**config.mk**
```make
export PLATFORM = sky130hd
export DESIGN_NAME = ldbase_cache
export DESIGN_NICKNAME = d
export VERILOG_FILES = /design/src/rtl/ldbase_pkg.sv /design/src/rtl/ldbase_ctrl.sv /design/src/rtl/ldbase_datapath.sv /design/src/rtl/ldbase_cache.sv
export SDC_FILE = /design/constraint.sdc
export NUM_CORES = 2
export LEC_CHECK = 0
export ABC_AREA = 1
export BUFFER_PORTS_ARGS = -buffer_cell sky130_fd_sc_hd__buf_2
export CORE_MARGIN = 10
export CORE_UTILIZATION = 30
export CTS_BUF_LIST = sky130_fd_sc_hd__clkbuf_8 sky130_fd_sc_hd__clkbuf_16
export CTS_CLUSTER_SIZE = 8
export DETAILED_ROUTE_END_ITERATION = 16
export GPL_ROUTABILITY_DRIVEN = 0
export PLACE_DENSITY = 0.41
export SYNTH_ARGS = -nofsm -noshare
export SYNTH_HDL_FRONTEND = slang
export SYNTH_SLANG_ARGS = --single-unit
```
**constraint.sdc**
```tcl
create_clock -name clk -period 14 [get_ports clk]
set_input_delay 0.7 -clock clk [delete_from_list [all_inputs] [get_ports clk]]
set_output_delay 0.7 -clock clk [all_outputs]
set_load 0.005 [all_outputs]
```
**src/rtl/ldbase_pkg.sv**
```systemverilog
package ldbase_pkg;

  // predecode kind of a load
  typedef enum logic [1:0] {
    KIND_OTHER  = 2'd0,
    KIND_STACK  = 2'd1,
    KIND_GLOBAL = 2'd2,
    KIND_SPARE  = 2'd3
  } ldKind_e;

  // refill sequencer position
  typedef enum logic [1:0] {
    FILL_IDLE  = 2'd0,
    FILL_READ  = 2'd1,
    FILL_WRITE = 2'd2
  } fillStage_e;

  // strobes from control to datapath
  typedef struct packed {
    logic capture;    // latch the missing load's PC and registers
    logic readCycle;  // register file read requested this cycle
    logic fillWe;     // write the refill into the victim entry
  } fillCtl_t;

endpackage

```
**src/rtl/ldbase_ctrl.sv**
```systemverilog
module ldbase_ctrl
  import ldbase_pkg::*;
#(
  parameter int DEPTH = 8,
  localparam int SLOT_W = $clog2(DEPTH)
) (
  input  logic              clk,
  input  logic              rst_n,
  input  logic              arrayLookup,
  input  logic              hitAny,
  input  logic [SLOT_W-1:0] hitSlot,
  input  logic [DEPTH-1:0]  validVec,
  output fillCtl_t          ctl,
  output logic [SLOT_W-1:0] fillSlot
);

  fillStage_e stage, stageNext;
  logic [SLOT_W-1:0] age [DEPTH];
  logic [SLOT_W-1:0] ageHit [DEPTH];
  logic [SLOT_W-1:0] ageNext [DEPTH];
  logic [SLOT_W-1:0] victim;
  logic              freeFound;
  logic              missNow;

  assign missNow = arrayLookup && !hitAny;

  // refill sequencer
  always_comb begin
    stageNext = stage;
    unique case (stage)
      FILL_IDLE:  if (missNow) stageNext = FILL_READ;
      FILL_READ:  stageNext = FILL_WRITE;
      FILL_WRITE: stageNext = FILL_IDLE;
      default:    stageNext = FILL_IDLE;
    endcase
  end

  assign ctl.capture   = missNow && (stage == FILL_IDLE);
  assign ctl.readCycle = (stage == FILL_READ);
  assign ctl.fillWe    = (stage == FILL_WRITE);
  assign fillSlot      = victim;

  always_ff @(posedge clk) begin
    if (!rst_n) stage <= FILL_IDLE;
    else        stage <= stageNext;
  end

  // recency ages: 0 is newest, DEPTH-1 oldest; always a permutation
  always_comb begin
    ageHit = age;
    if (arrayLookup && hitAny) begin
      for (int j = 0; j < DEPTH; j++) begin
        if (SLOT_W'(j) == hitSlot)      ageHit[j] = '0;
        else if (age[j] < age[hitSlot]) ageHit[j] = age[j] + 1'b1;
      end
    end

    victim    = '0;
    freeFound = 1'b0;
    for (int j = 0; j < DEPTH; j++) begin
      if (!validVec[j] && !freeFound) begin
        victim    = SLOT_W'(j);
        freeFound = 1'b1;
      end
    end
    if (!freeFound) begin
      for (int j = 0; j < DEPTH; j++) begin
        if (ageHit[j] == SLOT_W'(DEPTH - 1)) victim = SLOT_W'(j);
      end
    end

    ageNext = ageHit;
    if (ctl.fillWe) begin
      for (int j = 0; j < DEPTH; j++) begin
        if (SLOT_W'(j) == victim)             ageNext[j] = '0;
        else if (ageHit[j] < ageHit[victim])  ageNext[j] = ageHit[j] + 1'b1;
      end
    end
  end

  always_ff @(posedge clk) begin
    if (!rst_n) begin
      for (int j = 0; j < DEPTH; j++) age[j] <= SLOT_W'(j);
    end else begin
      age <= ageNext;
    end
  end

  logic [DEPTH-1:0] ageSeen;
  always_comb begin
    ageSeen = '0;
    for (int j = 0; j < DEPTH; j++) ageSeen[age[j]] = 1'b1;
  end


  age_perm_chk: assert property (@(posedge clk) disable iff (!rst_n) &ageSeen);


  fill_follows_read_chk: assert property (@(posedge clk) disable iff (!rst_n)
    ctl.readCycle |=> ctl.fillWe);


  read_from_miss_chk: assert property (@(posedge clk) disable iff (!rst_n)
    $rose(ctl.readCycle) |-> $past(arrayLookup && !hitAny));

endmodule

```
**src/rtl/ldbase_datapath.sv**
```systemverilog
module ldbase_datapath
  import ldbase_pkg::*;
#(
  parameter int DEPTH  = 8,
  parameter int PC_W   = 32,
  parameter int DATA_W = 32,
  parameter int RNUM_W = 5,
  parameter int SP_REG = 29,
  parameter int GP_REG = 28,
  localparam int SLOT_W = $clog2(DEPTH)
) (
  input  logic              clk,
  input  logic              rst_n,
  input  logic              lkValid,
  input  logic [PC_W-1:0]   lkPc,
  input  ldKind_e           lkKind,
  input  logic              lkRegReg,
  input  logic [RNUM_W-1:0] lkBaseReg,
  input  logic [RNUM_W-1:0] lkIdxReg,
  input  logic              wbValid,
  input  logic [RNUM_W-1:0] wbReg,
  input  logic [DATA_W-1:0] wbData,
  input  logic [DATA_W-1:0] rfBaseVal,
  input  logic [DATA_W-1:0] rfIdxVal,
  input  fillCtl_t          ctl,
  input  logic [SLOT_W-1:0] fillSlot,
  output logic              arrayLookup,
  output logic              hitAny,
  output logic [SLOT_W-1:0] hitSlot,
  output logic [DEPTH-1:0]  validVec,
  output logic              lkHit,
  output logic              lkMiss,
  output logic [DATA_W-1:0] lkBase,
  output logic [DATA_W-1:0] lkIndex,
  output logic              rfRdEn,
  output logic [RNUM_W-1:0] rfRdBase,
  output logic [RNUM_W-1:0] rfRdIdx
);

  localparam logic [RNUM_W-1:0] SP_NUM = RNUM_W'(SP_REG);
  localparam logic [RNUM_W-1:0] GP_NUM = RNUM_W'(GP_REG);

  logic [PC_W-1:0]   tagPc   [DEPTH];
  logic [RNUM_W-1:0] baseReg [DEPTH];
  logic [RNUM_W-1:0] idxReg  [DEPTH];
  logic [DATA_W-1:0] baseVal [DEPTH];
  logic [DATA_W-1:0] idxVal  [DEPTH];
  logic [DATA_W-1:0] spVal, gpVal;

  // refill in flight
  logic [PC_W-1:0]   pPc;
  logic [RNUM_W-1:0] pBase, pIdx;
  logic              pBaseOvr, pIdxOvr;
  logic [DATA_W-1:0] pBaseHeld, pIdxHeld;
  logic [DATA_W-1:0] fillBase, fillIdx;

  logic [DEPTH-1:0] hitVec;
  logic shadowKind;

  assign shadowKind  = (lkKind == KIND_STACK) || (lkKind == KIND_GLOBAL);
  assign arrayLookup = lkValid && !shadowKind;

  always_comb begin
    hitSlot = '0;
    for (int i = 0; i < DEPTH; i++) begin
      hitVec[i] = validVec[i] && (tagPc[i] == lkPc);
      if (hitVec[i]) hitSlot = hitSlot | SLOT_W'(i);
    end
  end
  assign hitAny = |hitVec;

  assign lkHit  = lkValid && (shadowKind || hitAny);
  assign lkMiss = arrayLookup && !hitAny;

  always_comb begin
    if (lkKind == KIND_STACK)       lkBase = spVal;
    else if (lkKind == KIND_GLOBAL) lkBase = gpVal;
    else if (hitAny)                lkBase = baseVal[hitSlot];
    else                            lkBase = '0;
    lkIndex = (!shadowKind && lkRegReg && hitAny) ? idxVal[hitSlot] : '0;
  end

  assign rfRdEn   = ctl.readCycle;
  assign rfRdBase = pBase;
  assign rfRdIdx  = pIdx;

  // newest value wins: this cycle's write-back, then a snooped one, then the register file
  assign fillBase = (wbValid && wbReg == pBase) ? wbData : (pBaseOvr ? pBaseHeld : rfBaseVal);
  assign fillIdx  = (wbValid && wbReg == pIdx)  ? wbData : (pIdxOvr  ? pIdxHeld  : rfIdxVal);

  always_ff @(posedge clk) begin
    if (!rst_n) begin
      for (int i = 0; i < DEPTH; i++) begin
        validVec[i] <= 1'b0;
        tagPc[i]    <= '0;
        baseReg[i]  <= '0;
        idxReg[i]   <= '0;
        baseVal[i]  <= '0;
        idxVal[i]   <= '0;
      end
      spVal     <= '0;
      gpVal     <= '0;
      pPc       <= '0;
      pBase     <= '0;
      pIdx      <= '0;
      pBaseOvr  <= 1'b0;
      pIdxOvr   <= 1'b0;
      pBaseHeld <= '0;
      pIdxHeld  <= '0;
    end else begin
      for (int i = 0; i < DEPTH; i++) begin
        if (ctl.fillWe && fillSlot == SLOT_W'(i)) begin
          validVec[i] <= 1'b1;
          tagPc[i]    <= pPc;
          baseReg[i]  <= pBase;
          idxReg[i]   <= pIdx;
          baseVal[i]  <= fillBase;
          idxVal[i]   <= fillIdx;
        end else if (wbValid) begin
          if (baseReg[i] == wbReg) baseVal[i] <= wbData;
          if (idxReg[i] == wbReg)  idxVal[i]  <= wbData;
        end
      end
      if (wbValid && wbReg == SP_NUM) spVal <= wbData;
      if (wbValid && wbReg == GP_NUM) gpVal <= wbData;

      if (ctl.capture) begin
        pPc      <= lkPc;
        pBase    <= lkBaseReg;
        pIdx     <= lkIdxReg;
        pBaseOvr <= 1'b0;
        pIdxOvr  <= 1'b0;
      end else begin
        if (wbValid && wbReg == pBase) begin
          pBaseOvr  <= 1'b1;
          pBaseHeld <= wbData;
        end
        if (wbValid && wbReg == pIdx) begin
          pIdxOvr  <= 1'b1;
          pIdxHeld <= wbData;
        end
      end
    end
  end


  single_match_chk: assert property (@(posedge clk) disable iff (!rst_n) $onehot0(hitVec));


  sp_shadow_chk: assert property (@(posedge clk) disable iff (!rst_n)
    (wbValid && wbReg == SP_NUM) |=> (spVal == $past(wbData)));


  fill_valid_chk: assert property (@(posedge clk) disable iff (!rst_n)
    ctl.fillWe |=> validVec[$past(fillSlot)]);


  fill_fresh_chk: assert property (@(posedge clk) disable iff (!rst_n)
    (ctl.fillWe && wbValid && wbReg == pBase) |=> (baseVal[$past(fillSlot)] == $past(wbData)));

endmodule

```
**src/rtl/ldbase_cache.sv**
```systemverilog
module ldbase_cache
  import ldbase_pkg::*;
#(
  parameter int DEPTH  = 8,
  parameter int PC_W   = 32,
  parameter int DATA_W = 32,
  parameter int RNUM_W = 5,
  parameter int SP_REG = 29,
  parameter int GP_REG = 28
) (
  input  logic              clk,
  input  logic              rst_n,
  input  logic              lkValid,
  input  logic [PC_W-1:0]   lkPc,
  input  logic [1:0]        lkKind,
  input  logic              lkRegReg,
  input  logic [RNUM_W-1:0] lkBaseReg,
  input  logic [RNUM_W-1:0] lkIdxReg,
  output logic              lkHit,
  output logic              lkMiss,
  output logic [DATA_W-1:0] lkBase,
  output logic [DATA_W-1:0] lkIndex,
  input  logic              wbValid,
  input  logic [RNUM_W-1:0] wbReg,
  input  logic [DATA_W-1:0] wbData,
  output logic              rfRdEn,
  output logic [RNUM_W-1:0] rfRdBase,
  output logic [RNUM_W-1:0] rfRdIdx,
  input  logic [DATA_W-1:0] rfBaseVal,
  input  logic [DATA_W-1:0] rfIdxVal
);

  localparam int SLOT_W = $clog2(DEPTH);

  fillCtl_t          ctl;
  logic [SLOT_W-1:0] fillSlot, hitSlot;
  logic [DEPTH-1:0]  validVec;
  logic              arrayLookup, hitAny;

  ldbase_ctrl #(.DEPTH(DEPTH)) uCtrl (
    .clk(clk), .rst_n(rst_n),
    .arrayLookup(arrayLookup), .hitAny(hitAny), .hitSlot(hitSlot),
    .validVec(validVec), .ctl(ctl), .fillSlot(fillSlot)
  );

  ldbase_datapath #(
    .DEPTH(DEPTH), .PC_W(PC_W), .DATA_W(DATA_W), .RNUM_W(RNUM_W),
    .SP_REG(SP_REG), .GP_REG(GP_REG)
  ) uData (
    .clk(clk), .rst_n(rst_n),
    .lkValid(lkValid), .lkPc(lkPc), .lkKind(ldKind_e'(lkKind)), .lkRegReg(lkRegReg),
    .lkBaseReg(lkBaseReg), .lkIdxReg(lkIdxReg),
    .wbValid(wbValid), .wbReg(wbReg), .wbData(wbData),
    .rfBaseVal(rfBaseVal), .rfIdxVal(rfIdxVal),
    .ctl(ctl), .fillSlot(fillSlot),
    .arrayLookup(arrayLookup), .hitAny(hitAny), .hitSlot(hitSlot), .validVec(validVec),
    .lkHit(lkHit), .lkMiss(lkMiss), .lkBase(lkBase), .lkIndex(lkIndex),
    .rfRdEn(rfRdEn), .rfRdBase(rfRdBase), .rfRdIdx(rfRdIdx)
  );

endmodule

```
# == After elaboration in Yosys (flattened, before gate mapping) ==
# Memory sizes are Yosys's and may differ from the RTL's.
# Index checks and enable logic that the tools add are counted.
# totals
n_memories,5
ramBits,848
register_bits,206
# classes
n_eq_ne,62
order_cmp,18
n_reduce_logical,58
addsub,16
bitwise_logic,60
mux,242
# memory_table
memory,words,word_bits,rd,rd_clocked_by_memory_dff,wr,line,source
uData.baseVal,8,32,1,0,8,ldbase_datapath.sv:46,logic [DATA_W-1:0] baseVal [DEPTH];
uData.idxVal,8,32,1,0,8,ldbase_datapath.sv:47,logic [DATA_W-1:0] idxVal [DEPTH];
uData.tagPc,8,32,8,0,8,ldbase_datapath.sv:43,logic [PC_W-1:0] tagPc [DEPTH];
uData.baseReg,8,5,8,0,8,ldbase_datapath.sv:44,logic [RNUM_W-1:0] baseReg [DEPTH];
uData.idxReg,8,5,8,0,8,ldbase_datapath.sv:45,logic [RNUM_W-1:0] idxReg [DEPTH];
# op_table
operator,count
$mux 32,48
$eq 32x32->1,8
$mux 3,53
$mux 1,115
$eq 5x5->1,18
$mux 5,16
$or 1x1->1,56
$add 3x1->3 const B,16
$lt 3x3->1,16
$mux 24,2
$eq 3x3->1 const B,12
$logic_and 1x1->1,34
$eq 3x3->1 const A,8
$bmux 3 s3,2
$logic_not 1->1,15
$eq 2x3->1 const A,4
$eq 5x5->1 const B,2
$mux 2,5
$ge 4x4->1 const B,2
$not 3->4,2
$reduce_or 8->1,1
$eq 1x3->1 const A,2
$eq 3x2->1 const B,2
$logic_not 3->1,2
10 further kinds,15

# == Depth between registers and ports, before layout ==
# logic_depth
depth_word,38
depth_mapped,53
ltp_nobuf,49

# == Hierarchy ==
# A second synthesis with hierarchy kept.
# hier_totals
hier_cells,6127
area_unflattened_um2,54728.7
# modules_own_cells
mod,area_each_um2,cells_per_inst,instances
ldbase_datapath,50452.1,5396,1
ldbase_ctrl,4276.6,731,1

# == Least setup slack after synthesis ==
# No wires, ideal clock.
# synth_path
kind,input to register
from,input port lkPc[26]
to,memory uData.idxVal[4][0] (enable)
slack_ns,5.166
setup_time_ns,0.561
cell_stages,42
arrival_ns,8.273
path_buffers,5
cell_sequence,buf_4 -> inv_2 -> buf_6 -> nand2_2 -> nand2_1 -> nor2_2 -> nand2_1 -> nor2_1 -> nand3_1 -> nor2_2 -> nor2_2 -> nand2_8 -> nor2_1 -> inv_2 -> clkbuf_1 -> buf_1 -> o22ai_1 -> a211oi_1 -> (+6 left out) -> ha_1 -> ha_1 -> o21bai_1 -> a21oi_1 -> nor2_1 -> nor2_1 -> o21ai_0 -> nand2_1 -> inv_1 -> nor2_1 -> nand2_1 -> nor2_1 -> inv_2 -> nand2_1 -> inv_1 -> nand2_1 -> clkbuf_1 -> nand3_1
# synth_rtl
item,line,source
"start, declared",ldbase_cache.sv:14,"input logic [PC_W-1:0] lkPc,"
"end, declared",ldbase_datapath.sv:47,

==> metrics <==
Clk network pwr share=44.6%; # hold bufs at CTS=0; CP required=14.17 ns; CP startpoint kind=register; Internal Power=5740 µW; core area=0.183 mm²; routed len/inst=30.6 µm; FFs w/ async S/R, synth=0%; clock buffer count from CTS=152; Total Routed Length=278000 µm; Flop pwr share=45.2%; first-pass GRT wire length=384000 µm; Power Dens Cells=125 mW/mm²; Post-synth EDFFs=848; register bit count reported by yosys=1054; Yosys warning count=0; CP endpoint=uData.idxVal[4][28]$_SDFFCE_PN0P_; worst slew pin tran=1.38 ns; Post-CTS Resized=0; Rows=157; synthesized area=0.0555 mm²; Final min period=10.18 ns; Comb power frac=10.2%; # port buffers=226; Detail Placement HPWL=185000 µm; FF-to-FF path depth=42; Initial Utilization=30.2%; hold depth=3; CTS root buffer=clkbuf_16; run status=finished, final reports clean; synthesized net count=6639; number of buffers added for setup after CTS=0; fraction of layout instances using a drive strength above 1=11.3%; number of max-cap violations=0; drt via density=5.69; RSZ-0062 raised after global routing=no; CTS clock-pin slew for the worst setup and hold paths=0.05 ns; Max IR drop VDD=0.000105 V; largest net degree at the start of global routing=73; top post-synthesis cells by count=nand2_1, edfxtp_1, nor2_1; Fillers=19202; P&R area growth vs syn=14.4%; flip-flop and latch area=0.0296 mm²; footprint of the multi-input gates=0.0220 mm²; HP Class=in2reg; I/O pin cnt=227; Max Slew Vio Count=0; P_leak=0.0255 µW; TNS Setup=0 ns; relative slew slack=7.64%; fin crit share=72.7%; crit-path max cell delay=1.21 ns; CTS tree=done; total track usage=26.2%; synth top area cells=edfxtp_1, nand2_1, dfxtp_1; number of remaining DRC errors=0; Final Hold Viols=0; setup slack, reg-to-reg=3.82 ns; clk_skew=0.0694 ns; H-tree depth=4; GRT overflow=0; initial antenna violation count=25; DR pass1 iterations=9; worst skew pair latency=0.84 ns; CTS Buffer Depth=3; top-area cell type share of the netlist area=45.9%; r2r endpoint=uData.idxVal[4][28]$_SDFFCE_PN0P_; number of global-route vias before repair=48029; Die ar.=0.203 mm²; maximum clock frequency=0.0982 GHz; Die H=450 µm; Inst Count DP=8816; Sw Share=27.9%; mean post-synth cell area=8.60 µm²; sequential cell area fraction in the yosys report=53.3%; Setup CP Type=reg2reg; count of different cell masters after synthesis=66; CP max-delay cell=nand3_2; Die X=450 µm; First DRT Iteration DRCs=7287; Worst EP arrival=10.35 ns; Mapped Cells=6454; worst-path maximum fanout=65; # setup viols final=0; Main synth FF type=edfxtp_1; FF-to-FF Start=uData.tagPc[0][163]$_SDFFCE_PN0P_; Synth area leader=edfxtp_1; Final ANT Viol Nets=0; Post-layout nets=6691; via count=51768; CP dominant cell by count=nor2_1; sw power=2220 µW; Setup crit start=uData.tagPc[0][163]$_SDFFCE_PN0P_; Layout Cells excl Fill=9100; most frequent cell after synthesis=nand2_1; crit end category=register; Power Total=7960 µW; Num Clock Sinks=1054
-- final cells by class --
class | count | share of cell area [%]
antenna | 12 | 0.0473
clock buffer | 156 | 6.11
clock inverter | 116 | 1.10
inverter | 599 | 3.59
multi-input combinational | 4365 | 34.6
sequential | 1054 | 46.6
tap | 2464 | 4.86
timing repair buffer | 334 | 3.07
-- cell families (layout without fill, tap and decap cells) --
kind of cell / count (synthesis) / count (layout) / synth area share [%]
buf+inv: 1035 / 1205 / 7.43
simple gates: 2706 / 2706 / 21.3
compound gates: 1550 / 1550 / 16.0
other cells: 0 / 12 / 0
xor+xnor: 74 / 74 / 1.17
fa+ha+maj: 35 / 35 / 0.789
flops: 1054 / 1054 / 53.3
-- layer usage --
layer | vias up | track usage (%) | share of wire, %
li1 | 22732 | - | -
met3 | 504 | 5.28 | 8.9
met2 | 2829 | 39.2 | 43
met5 | - | 0 | 0.0097
met1 | 25699 | 37.1 | 44
met4 | 4 | 9.73 | 4.0
-- power by group through the flow --
| stage | sequential, µW | combinational [µW] | clock (µW) |
|---|---|---|---|
| finish | 3600 | 811 | 3550 |
| global route | 3610 | 854 | 3720 |
| CTS | 3590 | 790 | 3600 |
| detailed placement | 3660 | 788 | 0 |
| global placement | 3660 | 787 | 0 |
| floorplan | 3630 | 433 | 0 |
-- layout by cell type (no fill, tap or decap), types with 25 or more instances in the layout --
cell / count
or2_2: 63
o22ai_1: 653
a21oi_1: 277
nand3_2: 26
a22oi_1: 32
dfxtp_1: 205
xor2_1: 25
nor2_1: 740
and3_1: 35
clkbuf_16: 154
nor3_1: 37
edfxtp_1: 848
nand4_1: 113
nand2_2: 38
ha_1: 33
inv_1: 637
buf_4: 108
nand3_1: 359
nand2_1: 1165
o21ai_0: 451
o21ai_1: 66
buf_2: 225
inv_2: 47
xnor2_1: 49
nor4_1: 34
-- worst min-delay path by stage --
stage	to	start	slack [ns]
3_5_place_dp	uData.spVal[0]$_SDFFE_PN0P_	uData.spVal[0]$_SDFFE_PN0P_	0.45
4_1_cts	uData.rfRdIdx[1]$_SDFFE_PN0P_	lkIdxReg[1]	0.06
3_3_place_gp	uData.spVal[23]$_SDFFE_PN0P_	uData.spVal[23]$_SDFFE_PN0P_	0.44
6_report	uData.rfRdIdx[1]$_SDFFE_PN0P_	lkIdxReg[1]	0.11
2_1_floorplan	uCtrl.stage[1]$_SDFFE_PN0P_	uCtrl.stage[1]$_SDFFE_PN0P_	0.42
5_1_grt	uData.rfRdIdx[1]$_SDFFE_PN0P_	lkIdxReg[1]	0.09
-- sequential cells by signal (all words and copies together) (netlist names), 8 cells and up --
| name | flops |
|---|---|
| uData.baseVal | 256 |
| uData.idxVal | 256 |
| uData.tagPc | 256 |
| uData.baseReg | 40 |
| uData.idxReg | 40 |
| uData.gpVal | 32 |
| uData.pBaseHeld | 32 |
| uData.pIdxHeld | 32 |
| uData.pPc | 32 |
| uData.spVal | 32 |
| uCtrl.age | 24 |
| uData.validVec | 8 |
-- metrics by stage --
stage	utilization [%]	setup WS (ns)	cell area (µm²)	hold slack (ns)
after floorplan	-	5.17	55500	0.423
after CTS	34.6	3.97	63500	0.0557
after detailed placement	32.1	3.31	58900	0.448
after global routing	34.6	3.12	63500	0.0868
final	34.6	3.82	63500	0.106
after global placement	32.1	3.35	58900	0.440
-- worst max-delay path, delay by kind of cell, from the launching register on --
family	cells	cell delay, ns
fa+ha+maj	3	0.71
compound gates	7	0.94
flops	1	0.45
simple gates	22	5.31
buf+inv	10	2.03
Power figures use the tool's default switching activity.
